===== src/rtl/slr_pkg.sv =====
package slr_pkg;
   localparam int BUS_W   = 16;
   localparam int BYTE_W  = 8;
endpackage


===== src/rtl/slr_sext.sv =====
module slr_sext #(
   parameter int RES_W = 16,
   parameter int OUT_W = 32
) (
   input  logic [RES_W-1:0] din,
   output logic [OUT_W-1:0] dout
);
   generate
      if (OUT_W == RES_W) begin : g_none
         assign dout = din;
      end else begin : g_fill
         localparam int FILL_W = OUT_W - RES_W;
         assign dout = {{FILL_W{din[RES_W-1]}}, din};
      end
   endgenerate
endmodule


===== src/rtl/slr_lock.sv =====
module slr_lock #(
   parameter int NB = 4,
   localparam int AW = $clog2(NB)
) (
   input  logic          clk,
   input  logic          rst_n,
   input  logic          rd_en,
   input  logic          rd_wide,
   input  logic [AW-1:0] rd_addr,
   input  logic [AW-1:0] key_sel,
   output logic          lock_q,
   output logic          hold
);
   logic [NB-1:0] touch;
   logic          key_hit;

   genvar gi;
   generate
      for (gi = 0; gi < NB; gi++) begin : g_touch
         assign touch[gi] = rd_en && (rd_wide ? ((AW'(gi) >> 1) == (rd_addr >> 1))
                                              : (AW'(gi) == rd_addr));
      end
   endgenerate

   assign key_hit = touch[key_sel];
   assign hold    = lock_q || (rd_en && !key_hit);

   always_ff @(posedge clk or negedge rst_n) begin
      if (!rst_n)      lock_q <= 1'b0;
      else if (rd_en)  lock_q <= !key_hit;
   end


   lock_set_chk: assert property (@(posedge clk) disable iff (!rst_n)
      rd_en && !key_hit |=> lock_q);

   lock_release_chk: assert property (@(posedge clk) disable iff (!rst_n)
      rd_en && key_hit |=> !lock_q);

   lock_idle_chk: assert property (@(posedge clk) disable iff (!rst_n)
      !rd_en |=> $stable(lock_q));
endmodule


===== src/rtl/slr_store.sv =====
module slr_store #(
   parameter int OUT_W = 32
) (
   input  logic             clk,
   input  logic             rst_n,
   input  logic             hold,
   input  logic             samp_valid,
   input  logic [OUT_W-1:0] samp_ext,
   output logic [OUT_W-1:0] vis_q,
   output logic             eoc_q
);
   logic [OUT_W-1:0] shd_q;
   logic             shv_q;

   always_ff @(posedge clk or negedge rst_n) begin
      if (!rst_n) begin
         vis_q <= '0;
         shd_q <= '0;
         shv_q <= 1'b0;
         eoc_q <= 1'b0;
      end else if (!hold && (samp_valid || shv_q)) begin
         vis_q <= samp_valid ? samp_ext : shd_q;
         shv_q <= 1'b0;
         eoc_q <= 1'b1;
      end else begin
         eoc_q <= 1'b0;
         if (samp_valid) begin
            shd_q <= samp_ext;
            shv_q <= 1'b1;
         end
      end
   end


   frozen_chk: assert property (@(posedge clk) disable iff (!rst_n)
      hold |=> $stable(vis_q));

   direct_commit_chk: assert property (@(posedge clk) disable iff (!rst_n)
      !hold && samp_valid |=> eoc_q && (vis_q == $past(samp_ext)));

   held_commit_chk: assert property (@(posedge clk) disable iff (!rst_n)
      !hold && shv_q && !samp_valid |=> eoc_q && !shv_q);

   no_source_chk: assert property (@(posedge clk) disable iff (!rst_n)
      !samp_valid && !shv_q |=> !eoc_q);
endmodule


===== src/rtl/slr_rdmux.sv =====
module slr_rdmux #(
   parameter int OUT_W = 32,
   localparam int NB = OUT_W / slr_pkg::BYTE_W,
   localparam int AW = $clog2(NB)
) (
   input  logic [OUT_W-1:0]         vis,
   input  logic                     rd_wide,
   input  logic [AW-1:0]            rd_addr,
   output logic [slr_pkg::BUS_W-1:0] rd_data
);
   localparam int NW = NB / 2;
   logic [slr_pkg::BYTE_W-1:0] bytes [NB];
   logic [slr_pkg::BUS_W-1:0]  words [NW];

   genvar gb;
   generate
      for (gb = 0; gb < NB; gb++) begin : g_byte
         assign bytes[gb] = vis[gb*slr_pkg::BYTE_W +: slr_pkg::BYTE_W];
      end
      for (gb = 0; gb < NW; gb++) begin : g_word
         assign words[gb] = {bytes[2*gb+1], bytes[2*gb]};
      end
   endgenerate

   always_comb begin
      if (rd_wide) rd_data = words[rd_addr >> 1];
      else         rd_data = {8'h00, bytes[rd_addr]};
   end
endmodule


===== src/rtl/sample_lock_reg.sv =====
module sample_lock_reg #(
   parameter int RES_W = 16,
   parameter int OUT_W = 32,
   localparam int NB = OUT_W / slr_pkg::BYTE_W,
   localparam int AW = $clog2(NB)
) (
   input  logic                      clk,
   input  logic                      rst_n,
   input  logic                      samp_valid,
   input  logic [RES_W-1:0]          samp_data,
   input  logic [AW-1:0]             key_sel,
   input  logic                      rd_en,
   input  logic                      rd_wide,
   input  logic [AW-1:0]             rd_addr,
   output logic [slr_pkg::BUS_W-1:0] rd_data,
   output logic                      eoc
);
   generate
      if (RES_W < 8 || RES_W > 20) begin : g_bad_res
         $error("sample_lock_reg: RES_W must lie in 8..20");
      end
      if (OUT_W % slr_pkg::BUS_W != 0 || OUT_W < RES_W + slr_pkg::BYTE_W) begin : g_bad_out
         $error("sample_lock_reg: OUT_W must be a multiple of 16 with a full sign byte");
      end
   endgenerate

   logic [OUT_W-1:0] samp_ext;
   logic [OUT_W-1:0] vis_q;
   logic             lock_q;
   logic             hold;

   slr_sext #(.RES_W(RES_W), .OUT_W(OUT_W)) u_sext (
      .din (samp_data),
      .dout(samp_ext)
   );

   slr_lock #(.NB(NB)) u_lock (
      .clk    (clk),
      .rst_n  (rst_n),
      .rd_en  (rd_en),
      .rd_wide(rd_wide),
      .rd_addr(rd_addr),
      .key_sel(key_sel),
      .lock_q (lock_q),
      .hold   (hold)
   );

   slr_store #(.OUT_W(OUT_W)) u_store (
      .clk       (clk),
      .rst_n     (rst_n),
      .hold      (hold),
      .samp_valid(samp_valid),
      .samp_ext  (samp_ext),
      .vis_q     (vis_q),
      .eoc_q     (eoc)
   );

   slr_rdmux #(.OUT_W(OUT_W)) u_rdmux (
      .vis    (vis_q),
      .rd_wide(rd_wide),
      .rd_addr(rd_addr),
      .rd_data(rd_data)
   );


   sign_fill_chk: assert property (@(posedge clk) disable iff (!rst_n)
      (&vis_q[OUT_W-1:RES_W-1]) || !(|vis_q[OUT_W-1:RES_W-1]));

   same_cycle_hold_chk: assert property (@(posedge clk) disable iff (!rst_n)
      !lock_q && rd_en && hold && samp_valid |=> !eoc && lock_q);
endmodule


===== config.mk =====
export PLATFORM = sky130hd
export DESIGN_NAME = sample_lock_reg
export DESIGN_NICKNAME = d
export VERILOG_FILES = /design/src/rtl/slr_pkg.sv /design/src/rtl/slr_sext.sv /design/src/rtl/slr_lock.sv /design/src/rtl/slr_store.sv /design/src/rtl/slr_rdmux.sv /design/src/rtl/sample_lock_reg.sv
export SDC_FILE = /design/constraint.sdc
export NUM_CORES = 1
export LEC_CHECK = 0
export ABC_AREA = 1
export BUFFER_PORTS_ARGS = -buffer_cell sky130_fd_sc_hd__buf_2
export CORE_ASPECT_RATIO = 1.25
export CORE_MARGIN = 10
export CORE_UTILIZATION = 30
export CTS_CLUSTER_SIZE = 14
export DETAILED_ROUTE_END_ITERATION = 7
export GPL_TIMING_DRIVEN = 1
export SYNTH_ARGS = -nofsm -noshare
export SYNTH_HDL_FRONTEND = slang
export SYNTH_SLANG_ARGS = --single-unit

===== constraint.sdc =====
create_clock -name clk -period 1.25 [get_ports clk]
set_clock_uncertainty 0.15 [all_clocks]
set_input_delay 0.25 -clock clk [delete_from_list [all_inputs] [get_ports clk]]
set_output_delay 0.25 -clock clk [all_outputs]
set_load 0.005 [all_outputs]

**After elaboration in Yosys (flattened, before gate mapping)**

Cells that the tools add are included.

- Add/subtract/negate cells: 0
- $mul: 0
- Divide/modulo/power cells: 0
- $lt $le $gt $ge: 3
- Eq/ne operators: 3
- Shift operators: 0
- Muxes and demuxes: 17
- Bitwise operators: 2
- Reduce and logical (&&, ||, !) cells: 13

Operators by type and width:

| operator | count |
|---|---|
| 16-bit 2-to-1 mux | 4 |
| 32-bit 2-to-1 mux | 1 |
| 8-bit binary-select mux with 2-bit select | 1 |
| 8-bit 2-to-1 mux | 2 |
| 1-bit 2-to-1 mux | 8 |
| 1-bit logical AND | 6 |
| 2-bit equality test (first input constant) | 2 |
| 2-bit logical NOT | 2 |
| 3-bit by 2-bit >= comparator with 1-bit output (second input constant) | 1 |
| 3-bit >= comparator (second input constant) | 1 |
| 2-bit by 3-bit < comparator with 1-bit output (second input constant) | 1 |
| 1-bit NOT with 3-bit output | 1 |
| 2-bit NOT with 3-bit output | 1 |
| 1-bit binary-select mux with 2-bit select | 1 |
| 1-bit by 2-bit equality test with 1-bit output (first input constant) | 1 |
| 1-bit logical NOT | 2 |
| 1-bit logical OR | 2 |
| 2-bit nonzero test | 1 |

- Register bits: 67
- Bits in latches: 0
- RAM bits: 0
- Memory bits (read-only): 0
- Bits of input ports: 25
- Output and inout port bits: 17
- Word-level logic and storage cells: 43
- Memories: 0

**Depth between registers and ports, before layout**

Gate-level depths: netlist of the first run.

- Word-level depth: 11
- Mapped depth: 11
- Mapped depth without buffers: 8

**Cells and area by module**

From an unflattened synthesis of the first run, not the netlist that was laid out.

- Cells, all modules: 517
- Area total of the unflattened synthesis: 3621.0 µm²

Modules (own cells, without submodules):

| module | instances | cells an instance | area an instance (µm²) | seq. area each (µm²) |
|---|---|---|---|---|
| slr_store | 1 | 384 | 2921.6 | 1651.6 |
| slr_rdmux | 1 | 87 | 376.6 | 0.0 |
| slr_sext | 1 | 32 | 240.2 | 0.0 |
| slr_lock | 1 | 14 | 82.6 | 25.0 |

**Worst setup path before layout of the first run**

No wires, ideal clock.

- Path type: input-to-reg
- From: input samp_valid
- To: register u_store.vis_q[10]
- Setup time: 0.117 ns
- Arrival time: 1.241 ns
- Data required time: 0.983 ns
- Path slack: -0.258 ns
- Stages on the path: 5
- Path buffers: 2
- Cells stage by stage: buf_2 > clkbuf_1 > mux2_2 > nand4_1 > nand2_1

- Cells in the longest elaborated chain, start to end: 2
- Elaborated cells between the ends (all ways): 3
- Those cells by class: mux: 1; reduce/logical: 2

Ends and longest elaborated chain:

| element | line | RTL |
|---|---|---|
| from (decl) | sample_lock_reg.sv:9 | `input logic samp_valid,` |
| 1-bit logical OR | slr_store.sv:21 | `end else if (!hold && (samp_valid \|\| shv_q)) begin` |
| 1-bit logical AND | slr_store.sv:21 |  |
| to (signal assigned) | slr_store.sv:22 | `vis_q <= samp_valid ? samp_ext : shd_q;` |
| to (decl) | slr_store.sv:9 | `output logic [OUT_W-1:0] vis_q,` |

Several ways; a longest one is shown, not always the timed one.
A chain may end at the register's enable or synchronous reset.

**Worst setup path after layout of the first run**

- From: register u_store.vis_q[29]
- To: output rd_data[5] (netlist bit)

- Cells in the longest elaborated chain, start to end: 4

Ends and longest elaborated chain:

| element | line | RTL |
|---|---|---|
| 8-bit binary-select mux with 2-bit select | slr_rdmux.sv:27 | `else rd_data = {8'h00, bytes[rd_addr]};` |
| 8-bit 2-to-1 mux (not written as such) (2 in series) | slr_rdmux.sv:27 |  |
| 16-bit 2-to-1 mux | slr_rdmux.sv:26 | `if (rd_wide) rd_data = words[rd_addr >> 1];` |
| to (decl) | sample_lock_reg.sv:15 | `output logic [slr_pkg::BUS_W-1:0] rd_data,` |

Every way passes these cells. The select of a mux whose other input is x is not followed.

==> impl_metrics.toml, run 1 <==
[routing]
routed_wl_mm = 13.3
via_per_inst = 5.28
drt_iter0_drc = 408
vias = 3691
wl_per_cell_um = 19.0
ant_nets = 0
drc_errors = 0
dr.pass1.iters = 5

[run_status]
status = "finished with violations"
violations = "setup timing"

[setup_path]
rr_startpoint = "u_store.shv_q"
reg2regPathDepth = 7
regToRegSetupSlack_ps = -210
path_cells = "inv_2 > o22ai_2 > nand2_1 > o211ai_1 > buf_2"
cp_slowest_cell = "dfrtp_1"
crit_path_start = "u_store.vis_q[29]"
crit_path_end = "rd_data[5]"
crit_buf_inv = 2
cp_data_required_time_ps = 850
path_class = "flop to primary output"
r2r-end = "u_store.shd_q[31]"
path_max_fanout = 2
cp.arrival_ps = 1360
cp-start-kind = "flop"
critical_path.top_delay_family = "flip-flops"
endpoint_kind = "primary output"
critical-path-max-stage-delay_ps = 410
crit_cells = 5

[flow_run]
maxCapViolCount = 0

[yosys]
synth_area_um2 = 3550
synthFlopType = "dfrtp_1"
syn_avg_cell_area_um2 = 8.15
synth_top_area_cell = "dfrtp_1"
synth_top_area_share_pct = 47.3
synthCells = 435
synth_warnings = 0
syn_nets = 460
synth_edf_count = 0
ys_seq_area_share_pct = 47.3
ys_types = 22
async_reset_ff_share_pct = 100
ys_top_cells_by_area = "dfrtp_1, nand2_1, nand4_1"
synth_seq_cells = 67

[placement]
gp_congestion = 0.856
dpl_cell_area_um2 = 4100
portBuffers = 41
place_hpwl_mm = 6.65

[cells_and_area]
n_antenna_cell = 0
final_cell_area_um2 = 5800
nNetsFinal = 558
multi_input_area_um2 = 1990
drive_gt1_share_pct = 52.6
area_growth_pct = 63.6
num-fill-cells = 928
ff_latch_area_um2 = 1680

[pwr]
p_leak_nw = 2.87
powerDensity_nw_per_um2 = 1660
vdd_ir_drop_max_uv = 624
total_power_w = 0.00962

[grt]
gr-usage-all-layers_pct = 14.4
grt_max_degree = 36
grt_pass1_vias = 3578
top_usage_layer = "met2"
grtUsageMet1_pct = 18.0
grt_antenna_before_repair = 0
grt.met3_usage_pct = 2.95
grt-ovfl-total = 0
use_met2_pct = 23.3
grt_pass1_wl_mm = 19.0

[cts]
cts_num_sinks = 67
clkTransAtPathRegs_ps = 60
htreeDepth = 3
cts_root_buf = "clkbuf_16"
insertion_delay_ps = 340
cts_tree = "built"
cts_buffers = 9
clk_path_buf_depth = 2

[timing]
setup_viol = 82
rsz0062_at_grt = "true"
fin_setup_tns_ps = -18370
hold_viol_final = 0
max_slew_margin_pct = 62.5
maxSlewViolCount = 0
setup_ws_ps = -514
max_clock_freq_mhz = 567
period_share_pct = 141
worstMarginPinSlew_ps = 557
whs_ps = 28.0
finalCriticalPeriod_ps = 1760

[floorplan]
die_h_um = 142
core_um2 = 11600
dieArea_um2 = 16600
start_util_pct = 30.5
die_w_um = 117
io_pins = 42
num_rows = 44

[min_path]
holdCritPathClass = "input pin to flop"
min_from = "rd_en"
cells in the mapped netlist (all sizes together), types with 3 or more instances:
cell type,number
nor2,3
inv,48
nand3,6
dfrtp,67
nand4,64
nand2,143
o211ai,8
buf,17
mux2,15
o22ai,16
clkbuf,17
o21ai,27
where the power goes:
group	switching (W)	leakage, nW	internal, W
logic	0.00186	1.87	0.00178
registers	0.000455	0.834	0.00275
clock network	0.00102	0.160	0.00176
cell families after synthesis:
kind of cell	after synthesis	synth area share, %
AOI/OAI and AO/OA	53	8.61
buffers and inverters	83	11.0
DFF	67	47.3
muxes	15	4.76
and+or+nand+nor	217	28.4
per-stage QoR:
stage / setup WS, ps / instances / util, %
final: -514 / 699 / 49.9
after global routing: -528 / 699 / 49.9
after CTS: -369 / 684 / 45.0
after detailed placement: -483 / 637 / 35.3
after global placement: -450 / 637 / 35.3
after floorplan: -193 / 435 / -
final cells by class:
type | count | area share (%)
timing repair buffer | 121 | 24.4
tap | 161 | 3.47
inverter | 49 | 3.30
clock buffer | 9 | 3.88
clock inverter | 7 | 1.73
multi-input combinational | 285 | 34.4
sequential | 67 | 28.9
routing by layer:
layer / vias up / routed length, µm
met1: 1831 / 5370
met2: 139 / 6770
met3: 36 / 772
li1: 1685 / -
met5: - / 0
met4: 0 / 384
timing repair:
action                                 4_1_cts  5_1_grt
cloned                                      13        6
pin swaps                                   36       49
endpoints found under the hold margin       67        0
setup buffers                               18       14
gates resized for setup                    113      112
setup endpoints to repair                   81       83
hold buffers                                 1        0
worst min path at each step:
stage,cells after the start,slack [ps],endpoint
4_1_cts,2,40,u_lock.lock_q
3_3_place_gp,1,-9,u_store.shd_q[0]
2_1_floorplan,0,-200,u_lock.lock_q
6_report,2,30,u_lock.lock_q
5_1_grt,2,30,u_lock.lock_q
3_5_place_dp,1,0.8,u_store.shd_q[0]
sequential cells by signal, indices dropped and copies added (netlist names):
register and flops:
u_store.vis_q 32, u_lock.lock_q 1, u_store.shv_q 1, u_store.shd_q 32, u_store.eoc_q 1
placed cells by master (no fill, tap or decap), types with 6 or more instances in the layout:
cell type  count
mux2_2        15
nand2_1       51
buf_2         38
nand4_1       64
o22ai_2        9
inv_2         17
o22ai_1        6
nand2_2       56
buf_4         30
clkbuf_16     14
o21ai_0       24
buf_16        12
nand2_4       36
inv_1         29
buf_12        15
buf_6         18
dfrtp_1       67
o211ai_1       8
Power figures use the tool's default switching activity.
==> run 2, diff against run 1 <==
- SYNTH_HIERARCHICAL: unset -> 1
==> run 2 against run 1 <==
The flow still finishes with violations (setup timing); fmax increased by 14%; die area up 1.8%; synthesized cell count grew 19%; critical path type unchanged; critical path depth did not move; clock-buffer cell count increased by 2; total power fell by 12%.
==> impl_metrics.toml, run 2 <==
[run_status]
status = "finished with violations"
violations = "setup timing"

[floorplan]
io_pins = 42
num_rows = 44
start_util_pct = 30.9
dieArea_um2 = 16900
die_h_um = 143
core_um2 = 11700
die_w_um = 118

[setup_path]
crit_top_cell = "nand2_1"
cp-start-kind = "flop"
crit_buf_inv = 2
critical-path-max-stage-delay_ps = 400
cp_data_required_time_ps = 850
cp.arrival_ps = 1140
path_class = "flop to primary output"
endpoint_kind = "primary output"
critical_path.top_delay_family = "flip-flops"
path_cells = "nand2_1 > nand3_1 > nand2_1 > inv_1 > buf_2"
cp_slowest_cell = "dfrtp_1"
path_max_fanout = 2

[placement]
gp_congestion = 0.797
place_hpwl_mm = 6.35
portBuffers = 41
dp.cells = 684

[cts]
htreeDepth = 3
clk_path_buf_depth = 2
insertion_delay_ps = 330
cts_buffers = 9
cts_root_buf = "clkbuf_16"
cts_tree = "built"
clkTransAtPathRegs_ps = 50
cts_num_sinks = 67

[yosys]
synthTopCellsByCount = "nand2_1, dfrtp_1, nand3_1, buf_4, buf_2"
syn_nets = 542
syn_avg_cell_area_um2 = 7.00
ys_types = 17
synth_area_um2 = 3620
synth_seq_cells = 67
async_reset_ff_share_pct = 100
ys_top_cells_by_area = "dfrtp_1, nand2_1, buf_4"
synth_edf_count = 0
synthCells = 517
ys_seq_area_share_pct = 46.3
synth_warnings = 6
synth_top_area_share_pct = 46.3
synthFlopType = "dfrtp_1"
synth.most_common_cell = "nand2_1"
synth_top_area_cell = "dfrtp_1"

[cells_and_area]
layout_commonest_cell = "nand2_1"
layout_common_cells = "nand2_1, dfrtp_1, nand2_2"
instances_no_fill = 747
drive_gt1_share_pct = 38.9
n_antenna_cell = 0
multi_input_area_um2 = 1890
area_growth_pct = 44.1
reg_top3 = "u_store/shd_q: 32 flops, u_store/vis_q: 32 flops"
ff_latch_area_um2 = 1680
num-fill-cells = 1086
nNetsFinal = 606

[pwr]
powerDensity_nw_per_um2 = 1630
clkPwrFrac_pct = 29.3
p_seq_share_pct = 35.9
p_int_w = 0.00572
p_leak_nw = 2.86
vdd_ir_drop_max_uv = 688
pwr-share-comb_pct = 34.8
p_sw_share_pct = 32.8
switchingPower_w = 0.00279

[grt]
grt_pass1_wl_mm = 16.3
gr-usage-all-layers_pct = 11.9
grt_max_degree = 34
grt-ovfl-total = 0
grt_antenna_before_repair = 0
grt_pass1_vias = 3345

[routing]
dr.pass1.iters = 8
drc_errors = 0
drt_iter0_drc = 315
routed_wl_mm = 11.5
vias = 3517
via_per_inst = 4.71
ant_nets = 0
wl_per_cell_um = 15.4

[timing]
worstMarginPinSlew_ps = 360
setup_viol = 79
max_clock_freq_mhz = 648
period_share_pct = 123
max_slew_margin_pct = 76.0
maxSlewViolCount = 0
hold_viol_final = 0
fin_setup_tns_ps = -11620
rsz0062_at_grt = "true"
setup_ws_ps = -294
finalCriticalPeriod_ps = 1540

[flow_run]
maxCapViolCount = 0

[min_path]
holdCritPathClass = "input pin to flop"
[run 2: changes by cell type after synthesis, sizes merged, moves of 26 or more]
cell	previous run	this run
nand3	6	35
inv	48	11
nand2	143	332
o21ai	27	1
nand4	64	0
buf	17	57
[run 2: power by group through the flow]
stage / combinational [W] / sequential [W] / clock [W]
5_1_grt: 0.00323 / 0.00310 / 0.00263
3_5_place_dp: 0.00171 / 0.00304 / 0
3_3_place_gp: 0.00168 / 0.00303 / 0
6_report: 0.00296 / 0.00305 / 0.00249
4_1_cts: 0.00212 / 0.00301 / 0.00254
2_1_floorplan: 0.00122 / 0.00295 / 0
[run 2: final timing paths]
kind                                        start                 to  slack, ps  depth (start not counted)
min in group asynchronous                   rst_n   u_store/shd_q[6]        190                          2
worst max register to register      u_lock/lock_q  u_store/vis_q[23]       -180                          9
worst min-delay path                        rd_en      u_lock/lock_q         20                          3
worst max-delay path            u_store/vis_q[21]         rd_data[5]       -290                          5
worst min register to register  u_store/vis_q[18]  u_store/vis_q[18]        330                          2
max in group asynchronous                   rst_n  u_store/vis_q[31]        330                          3
[run 2: per-layer routing]
layer,routed length (µm),GRT usage [%]
met5,0,0
met4,301,5.80
met3,723,2.92
met2,6050,20.6
met1,4450,13.3
[run 2: what timing repair did]
action | CTS | global route
cloned | 4 | 8
hold buffers | 1 | 0
resized for setup | 17 | 112
setup buffers | 15 | 19
setup endpoints to repair | 27 | 81
pin swaps | 19 | 39
hold endpoints to repair | 67 | 0
[run 2: layout make-up]
type / instances / area share (%)
inverters: 11 / 1.08
multi-input cells: 382 / 36.2
clock inverters: 5 / 1.01
clock buffers: 11 / 4.65
well taps: 161 / 3.86
flip-flops and latches: 67 / 32.1
repair buffers: 110 / 21.1
[run 2: cell families after synthesis]
family	Yosys count	synth area share, %
AND/OR/NAND/NOR	372	40.2
flip-flops	67	46.3
AO/OA/AOI/OAI	9	1.56
buffers and inverters	68	11.7
XOR/XNOR	1	0.242
[run 2: worst register-to-register path, stage by stage, from the launching register on]
cell and delay, ps:
dfrtp_1 370, inv_2 70, nand2_4 60, inv_4 60, o21ai_4 60, buf_12 150
buf_6 130, clkbuf_16 160, nand2_2 60, nand2_1 60
[run 2: through the flow]
step | hold WS (ps) | instance area, µm² | utilization [%] | worst slack, ps | total power [W]
final | 23.9 | 5220 | 44.5 | -294 | 0.00851
after global routing | 34.3 | 5220 | 44.5 | -350 | 0.00895
after CTS | 22.6 | 4560 | 38.9 | -264 | 0.00767
after detailed placement | 13.2 | 3970 | 33.8 | -256 | 0.00476
after global placement | 9.95 | 3970 | 33.8 | -242 | 0.00472
after floorplan | -196 | 3670 | - | -29.9 | 0.00417
==> run 3, diff against run 2 <==
- CORE_UTILIZATION: 30 -> 53
- PLACE_DENSITY: unset -> 0.76
- clock period: 1.25 -> 1.3 ns (I/O delays scaled with it)
==> run 3 against run 2 <==
The run still ends with setup timing left; combinational power fell by 8.4%; die area decreased by 37%; wire length up 6.2%; clock power fell by 30%; first-iteration DRC count rose by 49%; largest cell class unchanged; sequential power fell by 2%; total power is 12% lower.
==> impl_metrics.toml, run 3 (same netlist as run 2, synthesis figures left out) <==
[routing]
ant_nets = 0
wl_per_cell_um = 18.7
via_per_inst = 5.73
routed_wl_mm = 12.2
drc_errors = 0
dr.pass1.iters = 5
drt_iter0_drc = 470
vias = 3750

[cts]
insertion_delay_ps = 350
cts_tree = "built"
cts_buffers = 9
cts_root_buf = "clkbuf_8"
clkTransAtPathRegs_ps = 80
cts_num_sinks = 67
htreeDepth = 3
clk_path_buf_depth = 2

[placement]
place_hpwl_mm = 5.59
dp.cells = 607
gp_congestion = 0.876
portBuffers = 41
dp_slack_ps = -236

[setup_path]
critical_path.top_delay_family = "flip-flops"
path_max_fanout = 2
endpoint_kind = "primary output"
crit_top_cell = "nand2_1"
crit_buf_inv = 1
cp-start-kind = "flop"
cp_slowest_cell = "dfrtp_1"
cp.arrival_ps = 1210
cp_data_required_time_ps = 890
path_class = "flop to primary output"
path_cells = "nand2_2 > nand2_1 > nand2_1 > nand2_1 > buf_2"
critical-path-max-stage-delay_ps = 410

[cells_and_area]
nNetsFinal = 587
n_antenna_cell = 0
num-fill-cells = 415
area_growth_pct = 33.6
layout_common_cells = "nand2_1, nand2_2, dfrtp_1"
multi_input_area_um2 = 1930
layout_commonest_cell = "nand2_1"
ff_latch_area_um2 = 1680
drive_gt1_share_pct = 39.5
instances_no_fill = 654
reg_top3 = "u_store/shd_q: 32 flops, u_store/vis_q: 32 flops"

[pwr]
clkPwrFrac_pct = 23.4
p_leak_nw = 2.71
switchingPower_w = 0.00278
total_power_w = 0.00746
vdd_ir_drop_max_uv = 728
p_int_w = 0.00469
p_seq_share_pct = 40.3
p_sw_share_pct = 37.2
powerDensity_nw_per_um2 = 1540
pwr-share-comb_pct = 36.3

[floorplan]
start_util_pct = 54.8
die_w_um = 93.9
num_rows = 33
die_h_um = 112
io_pins = 42
dieArea_um2 = 10600
core_um2 = 6610

[timing]
rsz0062_at_grt = "true"
finalCriticalPeriod_ps = 1620
max_clock_freq_mhz = 616
setup_viol = 80
whs_ps = 30.1
hold_viol_final = 0
maxSlewViolCount = 0
setup_ws_ps = -323
max_slew_margin_pct = 74.9
period_share_pct = 125
worstMarginPinSlew_ps = 376

[grt]
grt-ovfl-total = 0
gr-usage-all-layers_pct = 17.0
grt_pass1_vias = 3060
grt_antenna_before_repair = 0
grt_pass1_wl_mm = 14.7
grt_max_degree = 68

[flow_run]
maxCapViolCount = 0

[min_path]
holdCritPathClass = "input pin to flop"

[run_status]
violations = "setup timing"
status = "finished with violations"
[run 3: cell types whose count changed in the layout (fill, tap and decap cells not counted), moves of 5 or more]
cell,before,now
clkbuf_8,1,9
buf_12,12,7
nand2_2,61,78
buf_6,8,2
nand2_4,19,24
nand2_1,251,230
clkbuf_16,15,9
buf_4,37,27
[run 3: worst min-delay path, cell delays in order]
cell     delay, ps
buf_2           90
or2_1           90
nand2_1         50
[run 3: power groups by stage]
stage	Sequential (W)	Combinational [W]	Clock, W
floorplan	0.00284	0.00114	0
global placement	0.00291	0.00155	0
detailed placement	0.00292	0.00159	0
CTS	0.00288	0.00179	0.00173
global route	0.00304	0.00292	0.00184
finish	0.00300	0.00271	0.00175
[run 3: path summary, 6_finish.rpt]
kind | start | endpoint | slack [ps] | cells past startpoint
setup / recovery | u_store/vis_q[28] | rd_data[4] | -320 | 5
min in group asynchronous | rst_n | u_store/shd_q[9] | 290 | 3
max in group asynchronous | rst_n | u_store/shv_q | 390 | 3
hold reg to reg | u_store/vis_q[1] | u_store/vis_q[1] | 350 | 2
hold / removal | rd_en | u_lock/lock_q | 30 | 3
setup reg to reg | u_lock/lock_q | u_store/shd_q[15] | -140 | 8
[run 3: cell type report]
cell class	instances	area share [%]
Sequential cell	67	34.7
Clock buffer	9	2.56
Timing Repair Buffer	91	18.2
Tap cell	87	2.25
Inverter	11	1.06
Clock inverter	7	1.42
Multi-Input combinational cell	382	39.9
[run 3: timing repair]
action | CTS | global route
hold buffers | 1 | 0
cloned | 0 | 12
buffers inserted | 11 | 7
resized for setup | 16 | 127
endpoints found under the hold margin | 67 | 0
setup endpoints to repair | 19 | 78
pin swaps | 23 | 37
[run 3: layer usage]
layer / track usage [%] / vias up / share of wire [%] / wire [µm]
li1: - / 1636 / - / -
met1: 21.8 / 1798 / 36 / 4460
met2: 26.8 / 259 / 49 / 5960
met3: 3.73 / 57 / 10 / 1220
met4: 7.51 / 0 / 4.9 / 596
met5: 0 / - / 0 / 0
[run 3: stage by stage]
step                      setup TNS (ps)  area (µm²)  utilization (%)
final                              -7320        4840             73.2
after global routing              -14940        4840             73.2
after CTS                          -3060        4120             62.4
after detailed placement          -16470        3790             57.3
after global placement            -14930        3790             57.3
after floorplan                     -921        3640                -
